===== src/rtl/rtx_pkg.sv =====
package rtx_pkg;
    localparam int IW = 2;          // bits of a port index
    localparam int NP = 1 << IW;    // ports on each side
    localparam int DW = 8;          // body data width

    typedef logic [IW-1:0] port_t;

    typedef enum logic [1:0] {
        S_ASK,
        S_PICK,
        S_XFER,
        S_DONE
    } phase_t;
endpackage


===== src/rtl/rtx_alloc.sv =====
// Builds one switch setting: token holder first, then ring order.
module rtx_alloc
    import rtx_pkg::*;
(
    input  port_t                  tok,
    input  logic [NP-1:0]          req,
    input  logic [NP-1:0][IW-1:0]  dest,
    output logic [NP-1:0]          gnt,
    output logic [NP-1:0]          oen,
    output logic [NP-1:0][IW-1:0]  osrc
);
    always_comb begin : visit
        port_t idx;
        gnt  = '0;
        oen  = '0;
        osrc = '0;
        idx  = '0;
        for (int k = 0; k < NP; k++) begin
            idx = tok + port_t'(k);
            if (req[idx] && !oen[dest[idx]]) begin
                gnt[idx]        = 1'b1;
                oen[dest[idx]]  = 1'b1;
                osrc[dest[idx]] = idx;
            end
        end
    end
endmodule


===== src/rtl/rtx_path.sv =====
// Crossbar datapath: one mux per output, ready steered back per input.
module rtx_path
    import rtx_pkg::*;
(
    input  logic                   clk,
    input  logic                   rst_n,
    input  logic                   act,
    input  logic [NP-1:0]          oen,
    input  logic [NP-1:0][IW-1:0]  osrc,
    input  logic [NP-1:0]          live,
    input  logic [NP-1:0]          in_valid,
    input  logic [NP-1:0]          in_last,
    input  logic [NP-1:0][DW-1:0]  in_data,
    output logic [NP-1:0]          in_ready,
    input  logic [NP-1:0]          out_ready,
    output logic [NP-1:0]          out_valid,
    output logic [NP-1:0]          out_last,
    output logic [NP-1:0][DW-1:0]  out_data,
    output logic [NP-1:0]          sel_en,
    output logic [NP-1:0]          fire_last
);
    for (genvar o = 0; o < NP; o++) begin : g_out
        assign sel_en[o]    = act & oen[o] & live[osrc[o]];
        assign out_valid[o] = sel_en[o] & in_valid[osrc[o]];
        assign out_last[o]  = sel_en[o] & in_last[osrc[o]];
        assign out_data[o]  = sel_en[o] ? in_data[osrc[o]] : '0;
    end

    always_comb begin
        in_ready = '0;
        for (int o = 0; o < NP; o++) begin
            if (sel_en[o] && out_ready[o])
                in_ready[osrc[o]] = 1'b1;
        end
    end

    assign fire_last = in_valid & in_ready & in_last;

    for (genvar i = 0; i < NP; i++) begin : g_chk
        assert_ready_only_live_R6 : assert property (@(posedge clk) disable iff (!rst_n)
            in_ready[i] |-> (act && live[i]));
    end
endmodule


===== src/rtl/rtx_ctrl.sv =====
// Round sequencer: header capture, setting register, body tracking, token.
module rtx_ctrl
    import rtx_pkg::*;
(
    input  logic                   clk,
    input  logic                   rst_n,
    input  logic                   hdr_vld,
    input  logic [NP-1:0]          in_req,
    input  logic [NP-1:0][IW-1:0]  in_dest,
    input  logic                   done_ack,
    input  logic [NP-1:0]          a_gnt,
    input  logic [NP-1:0]          a_oen,
    input  logic [NP-1:0][IW-1:0]  a_osrc,
    input  logic [NP-1:0]          fire_last,
    output logic                   hdr_req,
    output logic                   round_done,
    output logic                   act,
    output port_t                  tok,
    output logic [NP-1:0]          req_q,
    output logic [NP-1:0][IW-1:0]  dest_q,
    output logic [NP-1:0]          gnt_q,
    output logic [NP-1:0]          oen_q,
    output logic [NP-1:0][IW-1:0]  osrc_q,
    output logic [NP-1:0]          live
);
    phase_t        state, nxt;
    logic [NP-1:0] done_q;
    logic          all_done;

    assign all_done = (((done_q | fire_last) & gnt_q) == gnt_q);

    always_comb begin
        nxt = state;
        unique case (state)
            S_ASK:  if (hdr_vld)  nxt = S_PICK;
            S_PICK:               nxt = S_XFER;
            S_XFER: if (all_done) nxt = S_DONE;
            S_DONE: if (done_ack) nxt = S_ASK;
        endcase
    end

    always_ff @(posedge clk) begin
        if (!rst_n) state <= S_ASK;
        else        state <= nxt;
    end

    always_ff @(posedge clk) begin
        if (!rst_n) begin
            tok    <= '0;
            req_q  <= '0;
            dest_q <= '0;
            gnt_q  <= '0;
            oen_q  <= '0;
            osrc_q <= '0;
            done_q <= '0;
        end else begin
            unique case (state)
                S_ASK: if (hdr_vld) begin
                    req_q  <= in_req;
                    dest_q <= in_dest;
                end
                S_PICK: begin
                    gnt_q  <= a_gnt;
                    oen_q  <= a_oen;
                    osrc_q <= a_osrc;
                    done_q <= '0;
                end
                S_XFER: done_q <= done_q | (fire_last & gnt_q);
                S_DONE: if (done_ack) begin
                    tok    <= tok + 1'b1;
                    gnt_q  <= '0;
                    oen_q  <= '0;
                    osrc_q <= '0;
                end
            endcase
        end
    end

    always_comb begin
        hdr_req    = (state == S_ASK);
        act        = (state == S_XFER);
        round_done = (state == S_DONE);
        live       = gnt_q & ~done_q;
    end

    assert_master_wins_R2 : assert property (@(posedge clk) disable iff (!rst_n)
        (state == S_PICK && req_q[tok]) |=> (gnt_q[tok] && osrc_q[dest_q[tok]] == tok));

    assert_token_step_R8 : assert property (@(posedge clk) disable iff (!rst_n)
        (round_done && done_ack) |=> (tok == port_t'($past(tok) + 1'b1)));

    assert_token_hold_R8 : assert property (@(posedge clk) disable iff (!rst_n)
        !(round_done && done_ack) |=> $stable(tok));

    assert_grant_steady_R9 : assert property (@(posedge clk) disable iff (!rst_n)
        act |=> $stable(gnt_q));

    assert_hdr_once_R5 : assert property (@(posedge clk) disable iff (!rst_n)
        (hdr_req && hdr_vld) |=> (!hdr_req && gnt_q == '0));

    assert_no_unrequested_R4 : assert property (@(posedge clk) disable iff (!rst_n)
        act |-> ((gnt_q & ~req_q) == '0));
endmodule


===== src/rtl/rtx_sched.sv =====
module rtx_sched
    import rtx_pkg::*;
(
    input  logic               clk,
    input  logic               rst_n,
    output logic               hdr_req,
    input  logic               hdr_vld,
    input  logic [NP-1:0]      in_req,
    input  logic [NP*IW-1:0]   in_dest,
    output logic [NP-1:0]      grant,
    output logic [IW-1:0]      token,
    output logic [NP-1:0]      sel_en,
    output logic [NP*IW-1:0]   sel_src,
    input  logic [NP-1:0]      in_valid,
    input  logic [NP-1:0]      in_last,
    input  logic [NP*DW-1:0]   in_data,
    output logic [NP-1:0]      in_ready,
    output logic [NP-1:0]      out_valid,
    output logic [NP-1:0]      out_last,
    output logic [NP*DW-1:0]   out_data,
    input  logic [NP-1:0]      out_ready,
    output logic               round_done,
    input  logic               done_ack
);
    logic                   act;
    port_t                  tok;
    logic [NP-1:0]          req_q, gnt_q, oen_q, live, fire_last;
    logic [NP-1:0]          a_gnt, a_oen;
    logic [NP-1:0][IW-1:0]  dest_q, osrc_q, a_osrc, dest_in;
    logic [NP-1:0][DW-1:0]  din, dout;

    assign dest_in  = in_dest;
    assign din      = in_data;
    assign out_data = dout;
    assign grant    = gnt_q;
    assign token    = tok;
    assign sel_src  = osrc_q;

    rtx_alloc u_alloc (
        .tok  (tok),
        .req  (req_q),
        .dest (dest_q),
        .gnt  (a_gnt),
        .oen  (a_oen),
        .osrc (a_osrc)
    );

    rtx_ctrl u_ctrl (
        .clk        (clk),
        .rst_n      (rst_n),
        .hdr_vld    (hdr_vld),
        .in_req     (in_req),
        .in_dest    (dest_in),
        .done_ack   (done_ack),
        .a_gnt      (a_gnt),
        .a_oen      (a_oen),
        .a_osrc     (a_osrc),
        .fire_last  (fire_last),
        .hdr_req    (hdr_req),
        .round_done (round_done),
        .act        (act),
        .tok        (tok),
        .req_q      (req_q),
        .dest_q     (dest_q),
        .gnt_q      (gnt_q),
        .oen_q      (oen_q),
        .osrc_q     (osrc_q),
        .live       (live)
    );

    rtx_path u_path (
        .clk       (clk),
        .rst_n     (rst_n),
        .act       (act),
        .oen       (oen_q),
        .osrc      (osrc_q),
        .live      (live),
        .in_valid  (in_valid),
        .in_last   (in_last),
        .in_data   (din),
        .in_ready  (in_ready),
        .out_ready (out_ready),
        .out_valid (out_valid),
        .out_last  (out_last),
        .out_data  (dout),
        .sel_en    (sel_en),
        .fire_last (fire_last)
    );

    for (genvar o = 0; o < NP; o++) begin : g_col
        logic [NP-1:0] col;
        always_comb begin
            for (int i = 0; i < NP; i++)
                col[i] = gnt_q[i] && (dest_q[i] == port_t'(o));
        end
        assert_single_source_R3 : assert property (@(posedge clk) disable iff (!rst_n)
            act |-> $onehot0(col));
    end
endmodule


===== config.mk =====
export PLATFORM = sky130hd
export DESIGN_NAME = rtx_sched
export DESIGN_NICKNAME = d
export VERILOG_FILES = /design/src/rtl/rtx_pkg.sv /design/src/rtl/rtx_alloc.sv /design/src/rtl/rtx_path.sv /design/src/rtl/rtx_ctrl.sv /design/src/rtl/rtx_sched.sv
export SDC_FILE = /design/constraint.sdc
export NUM_CORES = 1
export LEC_CHECK = 0
export BUFFER_PORTS_ARGS = -buffer_cell sky130_fd_sc_hd__buf_4
export CAP_MARGIN = 20
export CORE_UTILIZATION = 35
export DETAILED_ROUTE_END_ITERATION = 8
export PLACE_DENSITY = 0.57
export SLEW_MARGIN = 20
export SYNTH_ARGS = -nofsm -noshare
export SYNTH_HDL_FRONTEND = slang
export SYNTH_SLANG_ARGS = --single-unit

===== constraint.sdc =====
create_clock -name clk -period 10.25 [get_ports clk]
set_input_delay 2.05 -clock clk [delete_from_list [all_inputs] [get_ports clk]]
set_output_delay 2.05 -clock clk [all_outputs]
set_load 0.05 [all_outputs]

After elaboration in Yosys (flattened, before gate mapping)
Index checks and enable logic that the tools add are counted.

operators by class
  equality and inequality tests = 7
  add/sub/neg operators = 3
  mux-type cells = 121
  bitwise gates (word level) = 34
  magnitude comparators = 24
  reductions and logical operators = 31

operators by type and width
  kind                                                               number
  2-to-1 mux 8 bit                                                   13
  binary-select mux 8 bit (select 2 bit)                             4
  2-to-1 mux 4 bit                                                   13
  OR 4 bit                                                           11
  binary-select mux 1 bit (select 2 bit)                             20
  less-than comparator 2 x 3 -> 1 bit, second input constant         12
  2-to-1 mux 1 bit                                                   32
  bitwise mux 8 bit                                                  3
  demux 1 bit (select 2 bit)                                         12
  greater-or-equal comparator 2 x 1 -> 1 bit, second input constant  12
  one-hot mux 4 bit (2 select lines)                                 3
  2-to-1 mux 2 bit                                                   11
  bitwise AND 4 bit                                                  5
  logical AND 1 bit                                                  20
  bitwise AND 1 bit                                                  16
  binary-select mux 2 bit (select 2 bit)                             4
  demux 2 bit (select 2 bit)                                         4
  one-hot mux 8 bit (2 select lines)                                 1
  bitwise AND 8 bit                                                  1
  one-hot mux 2 bit (4 select lines)                                 1
  AND reduction 2 bit                                                3
  adder 2 bit, second input constant                                 2
  equality test 2 bit, second input constant                         2
  equality test 4 bit                                                1
  other kinds (9)                                                    14

word-level totals
  bits in registers = 36
  logic and storage cells = 234
  input port bits = 60
  output and inout port bits = 64

Logic depth before layout (Yosys ltp)
  depth after elaboration = 23
  gate-level depth with buffers = 12
  depth with buffers taken out = 9

Cells and area by module
Synthesis repeated with hierarchy kept, for this count alone.

unflattened totals
  cells, all modules = 422
  area, all modules = 4189.0 sq um

by module, submodules not included
  module     cells an instance  area each (sq um)  times used  sequential area each (sq um)
  rtx_path   145                1694.1             1           0.0
  rtx_ctrl   156                1473.9             1           720.7
  rtx_alloc  121                1021.0             1           0.0

Least setup slack after synthesis
OpenSTA, ideal clock, no wires.

  path kind = input to output
  start = input out_ready[0]
  end = output in_ready[3]
  stages = 3
  path slack = 4870 ps
  data required time = 8200 ps
  path buffers = 0
  arrival = 3330 ps
  cells stage by stage = nand4_1 -> or2_2 -> a31oi_1

between the ends
  cells in the longest elaborated chain, start to end = 8

RTL lines
  what                 RTL line         RTL
  start: declaration   rtx_sched.sv:21  input logic [NP-1:0] out_ready,
  logical AND 1 bit *  rtx_path.sv:32   if (sel_en[o] && out_ready[o])
  2-to-1 mux 4 bit *   rtx_path.sv:32
  OR 4 bit (no line)   -
  2-to-1 mux 4 bit *   rtx_path.sv:32
  OR 4 bit (no line)   -
  2-to-1 mux 4 bit *   rtx_path.sv:32
  OR 4 bit (no line)   -
  2-to-1 mux 4 bit *   rtx_path.sv:32
  end: declaration     rtx_sched.sv:17  output logic [NP-1:0] in_ready,

Every way passes the cells marked *; elsewhere a longest branch is shown, timed or not.

Worst setup path in the final report
Ends and elaborated chain as after synthesis.

==> results.txt <==
The number of enable-type register cells in the synthesized netlist came out at 0. The residual antenna-violating net count after detailed routing is 0. The number of buffers added on ports is 123. The area growth from synthesis to layout is 28.3%. For this run, design rule violations remaining after detail routing come to 0. The maximum frequency from static timing analysis is between 150 and 200 MHz.

Buffers added to address setup during post-CTS repair amount to 0. Dividing total power by cell area gives a power density of between 100 and 150 nW/µm². The clock reaches the later pin of the worst-skew pair after approximately 0.28 ns. The area share of the largest cell type after synthesis is slightly below 30%. The final max-slew violation count is 0. Setup violations remaining at the end of the flow were counted as 0. The starting density of the core is approximately 36%.

The detail-routed net length per standard cell came out at around 18 µm. The chip width is about 110 µm. The critical path's largest stage delay came out at 0.35 ns. The buffer levels on the longest clock path is 2. The leakage component of the power is a little over 2 nW. The first global-routing pass estimated ~20000 µm of wire.

Routability-driven placement finished with a final weighted congestion of roughly 0.86. The overall routed net length came out at 12800 µm. The number of placement rows is 39.

The slowest stage of the critical path is the sky130_fd_sc_hd__or2_2 cell. After synthesis the cells add up to about 4100 µm². TritonCTS built the clock tree. For the worst setup path, the data required time is 8.20 ns. The mean area per synthesized cell is approximately 9 µm².

The number of flip-flops and latches in the synthesized netlist came out at 36. The summed area of non-filler cells in the final layout is approximately 5300 µm². Ranked by total cell area, the synthesized netlist is headed by sky130_fd_sc_hd__mux4_2, sky130_fd_sc_hd__dfxtp_1, sky130_fd_sc_hd__nor2b_1. The worst max-slew margin expressed relative to the limit is a little over a third.

Setup repair after global routing left no endpoint under its margin. The placed standard-cell area came out at 5100 µm². The total CTS buffers is 5.

Counting every net in the synthesized netlist gives around 530. The transition time of the tightest slew-check pin is around 0.96 ns. The final antenna diode count came out at 0. The run finished with clean final reports.

The iteration count of the initial detailed-routing pass came out at 4. The number of global-route vias before repair is ~4k. The worst setup path is captured at an output pin. By instance count, the leading cell after synthesis is sky130_fd_sc_hd__nand2_1. Entering global routing, the biggest net connects 33 pins.

The CTS clock-pin slew for the worst setup and hold paths is around 0.060 ns. The total power is ~0.67 mW. The root buffer cell chosen for the clock tree is sky130_fd_sc_hd__clkbuf_16. The clock tree skew after final layout came out at 0.0126 ns.

The cell count after synthesis came out at between 400 and 500. The worst hold-check slack came out at roughly 0.46 ns. The detailed router's first-iteration violation count came out at between 200 and 300. The die covers about 12000 µm². Summed over all failing endpoints, the final setup total negative slack is 0 ns.

The number of buffers inserted by hold repair at cts is 0. The post-synthesis async set-or-reset flop share came out at 0%. The portion of the clock cycle consumed by the worst path in the final layout came out at 49.7%. In this run the count of I/O pins placed on the die edge is around 120. By count the netlist is led by sky130_fd_sc_hd__nand2_1, sky130_fd_sc_hd__mux4_2, sky130_fd_sc_hd__nor2b_1, sky130_fd_sc_hd__dfxtp_1, sky130_fd_sc_hd__clkbuf_1. The setup path with the least slack is of type primary input to output pin. For this run, the leading register cell type out of synthesis is sky130_fd_sc_hd__dfxtp_1. The highest fanout seen on the critical path is 2. CTS built an H-tree with a depth of 2.

The number of max-cap violations is 0. Counting distinct cell types in the post-synthesis netlist gives between 60 and 70. Yosys printed 0 warnings. The area of the core came out at 11400 µm². The net count reported at finish came out at approximately 630. The number of antenna violations at the first check in global routing was 0. The height of the die is ~110 µm. The number of hold violations in the final report is 0. The count of clock tree sinks is 36. The signal on the critical path passes through buf_4 > nand4_1 > or2_2 > a31oi_1 > buf_4. In the final layout, the share of cells above drive strength 1 is 36.2%. The clock period could shrink to approximately 5.1 ns. The worst voltage drop across the vdd grid came out at around 140 µV. The data arrival at the endpoint of the critical path came out at roughly 3 ns. Sequential cells were found to cover between 10% and 20% of the synthesized design area.

The cell that appears most often on the critical path is sky130_fd_sc_hd__buf_4. The number of gates resized after cts came out at 0. The detail-routed via count per cell is approximately 5.7. The total congestion overflow after global routing came out at 0.

The worst setup path is launched from a primary input. The global-route usage over all layers is about 22%. The most area-hungry cell type in the Yosys netlist is sky130_fd_sc_hd__mux4_2.

The count of vias placed by the detailed router is 4001. The type of the tightest min-delay check is register to register. The detailed placement HPWL came out at 9830 µm.
[state kept, by name (all words and copies together), names as in the netlist]
name / count
u_ctrl.done_q: 4
u_ctrl.req_q: 4
u_ctrl.dest_q: 8
u_ctrl.osrc_q: 8
u_ctrl.state: 2
u_ctrl.gnt_q: 4
u_ctrl.oen_q: 4
u_ctrl.tok: 2
[critical path: cells and delay by family]
family | cells | cell delay (ns)
compound gates | 1 | 0.22
buf+inv | 2 | 0.32
simple gates | 2 | 0.46
[metal layers]
layer | wire [µm] | track usage (%)
met3 | 778 | 2.88
met4 | 202 | 6.39
met1 | 5580 | 26.6
met2 | 6280 | 38.9
met5 | 0 | 0
[cell usage in the layout, fill, tap and decap left out, types with 3 or more instances in the layout]
| master | netlist | layout |
|---|---|---|
| sky130_fd_sc_hd__a21boi_0 | 13 | 13 |
| sky130_fd_sc_hd__nand2_1 | 61 | 61 |
| sky130_fd_sc_hd__nor2b_1 | 43 | 43 |
| sky130_fd_sc_hd__a22oi_1 | 4 | 4 |
| sky130_fd_sc_hd__clkbuf_16 | 0 | 5 |
| sky130_fd_sc_hd__inv_1 | 20 | 20 |
| sky130_fd_sc_hd__a221o_1 | 4 | 4 |
| sky130_fd_sc_hd__and2_1 | 5 | 5 |
| sky130_fd_sc_hd__nor3_1 | 11 | 11 |
| sky130_fd_sc_hd__buf_4 | 1 | 128 |
| sky130_fd_sc_hd__and3_1 | 4 | 4 |
| sky130_fd_sc_hd__a21oi_1 | 14 | 14 |
| sky130_fd_sc_hd__o211ai_1 | 3 | 3 |
| sky130_fd_sc_hd__dfxtp_1 | 36 | 36 |
| sky130_fd_sc_hd__xnor2_1 | 3 | 3 |
| sky130_fd_sc_hd__nand3_1 | 19 | 19 |
| sky130_fd_sc_hd__a31oi_1 | 10 | 10 |
| sky130_fd_sc_hd__nor2_1 | 21 | 21 |
| sky130_fd_sc_hd__nor3b_1 | 3 | 3 |
| sky130_fd_sc_hd__nand3b_1 | 9 | 9 |
| sky130_fd_sc_hd__o21ai_0 | 15 | 15 |
| sky130_fd_sc_hd__nand2b_1 | 9 | 9 |
| sky130_fd_sc_hd__nand4_1 | 8 | 8 |
| sky130_fd_sc_hd__mux4_2 | 54 | 54 |
| sky130_fd_sc_hd__ha_1 | 9 | 9 |
[metrics by stage]
| step | worst slack, ns | cells | util, % |
|---|---|---|---|
| floorplan | 4.87 | 456 | - |
| global placement | 5.17 | 693 | 44.7 |
| detailed placement | 5.16 | 693 | 44.7 |
| CTS | 5.16 | 701 | 46.1 |
| global route | 5.06 | 701 | 46.1 |
| finish | 5.15 | 701 | 46.1 |
[worst paths after layout]
check / to / depth (start not counted) / slack (ns) / start
worst min register to register: u_ctrl.done_q[3] / 2 / 0.46 / u_ctrl.done_q[3]
worst min-delay path: u_ctrl.done_q[3] / 2 / 0.46 / u_ctrl.done_q[3]
worst max-delay path: in_ready[3] / 5 / 5.15 / out_ready[0]
worst max register to register: u_ctrl.osrc_q[0] / 9 / 6.44 / u_ctrl.tok[1]
[final cells by class]
type | instances | area, µm²
multi-input combinational | 366 | 3170
sequential | 36 | 721
timing repair buffer | 128 | 961
tap | 143 | 179
fill | 1144 | 6150
clock inverter | 2 | 35.0
inverter | 20 | 75.1
clock buffer | 6 | 129
[kinds of logic (layout without fill, tap and decap cells)]
| kind of cell | after synthesis | count (layout) | synth area share (%) |
|---|---|---|---|
| multiplexers | 58 | 58 | 31.4 |
| AO/OA/AOI/OAI | 86 | 86 | 14.6 |
| flip-flops | 36 | 36 | 17.6 |
| AND/OR/NAND/NOR | 210 | 210 | 27.8 |
| buffers and inverters | 54 | 156 | 5.27 |
| XOR/XNOR | 3 | 3 | 0.640 |
| adder cells (fa/ha/maj) | 9 | 9 | 2.74 |
[power breakdown]
group / internal (mW) / leakage, nW / switching, mW
Clock: 0.114 / 0.0808 / 0.0576
Sequential: 0.161 / 0.293 / 0.0358
Combinational: 0.134 / 1.64 / 0.171
Total: 0.410 / 2.01 / 0.265
Power figures use the tool's default switching activity.
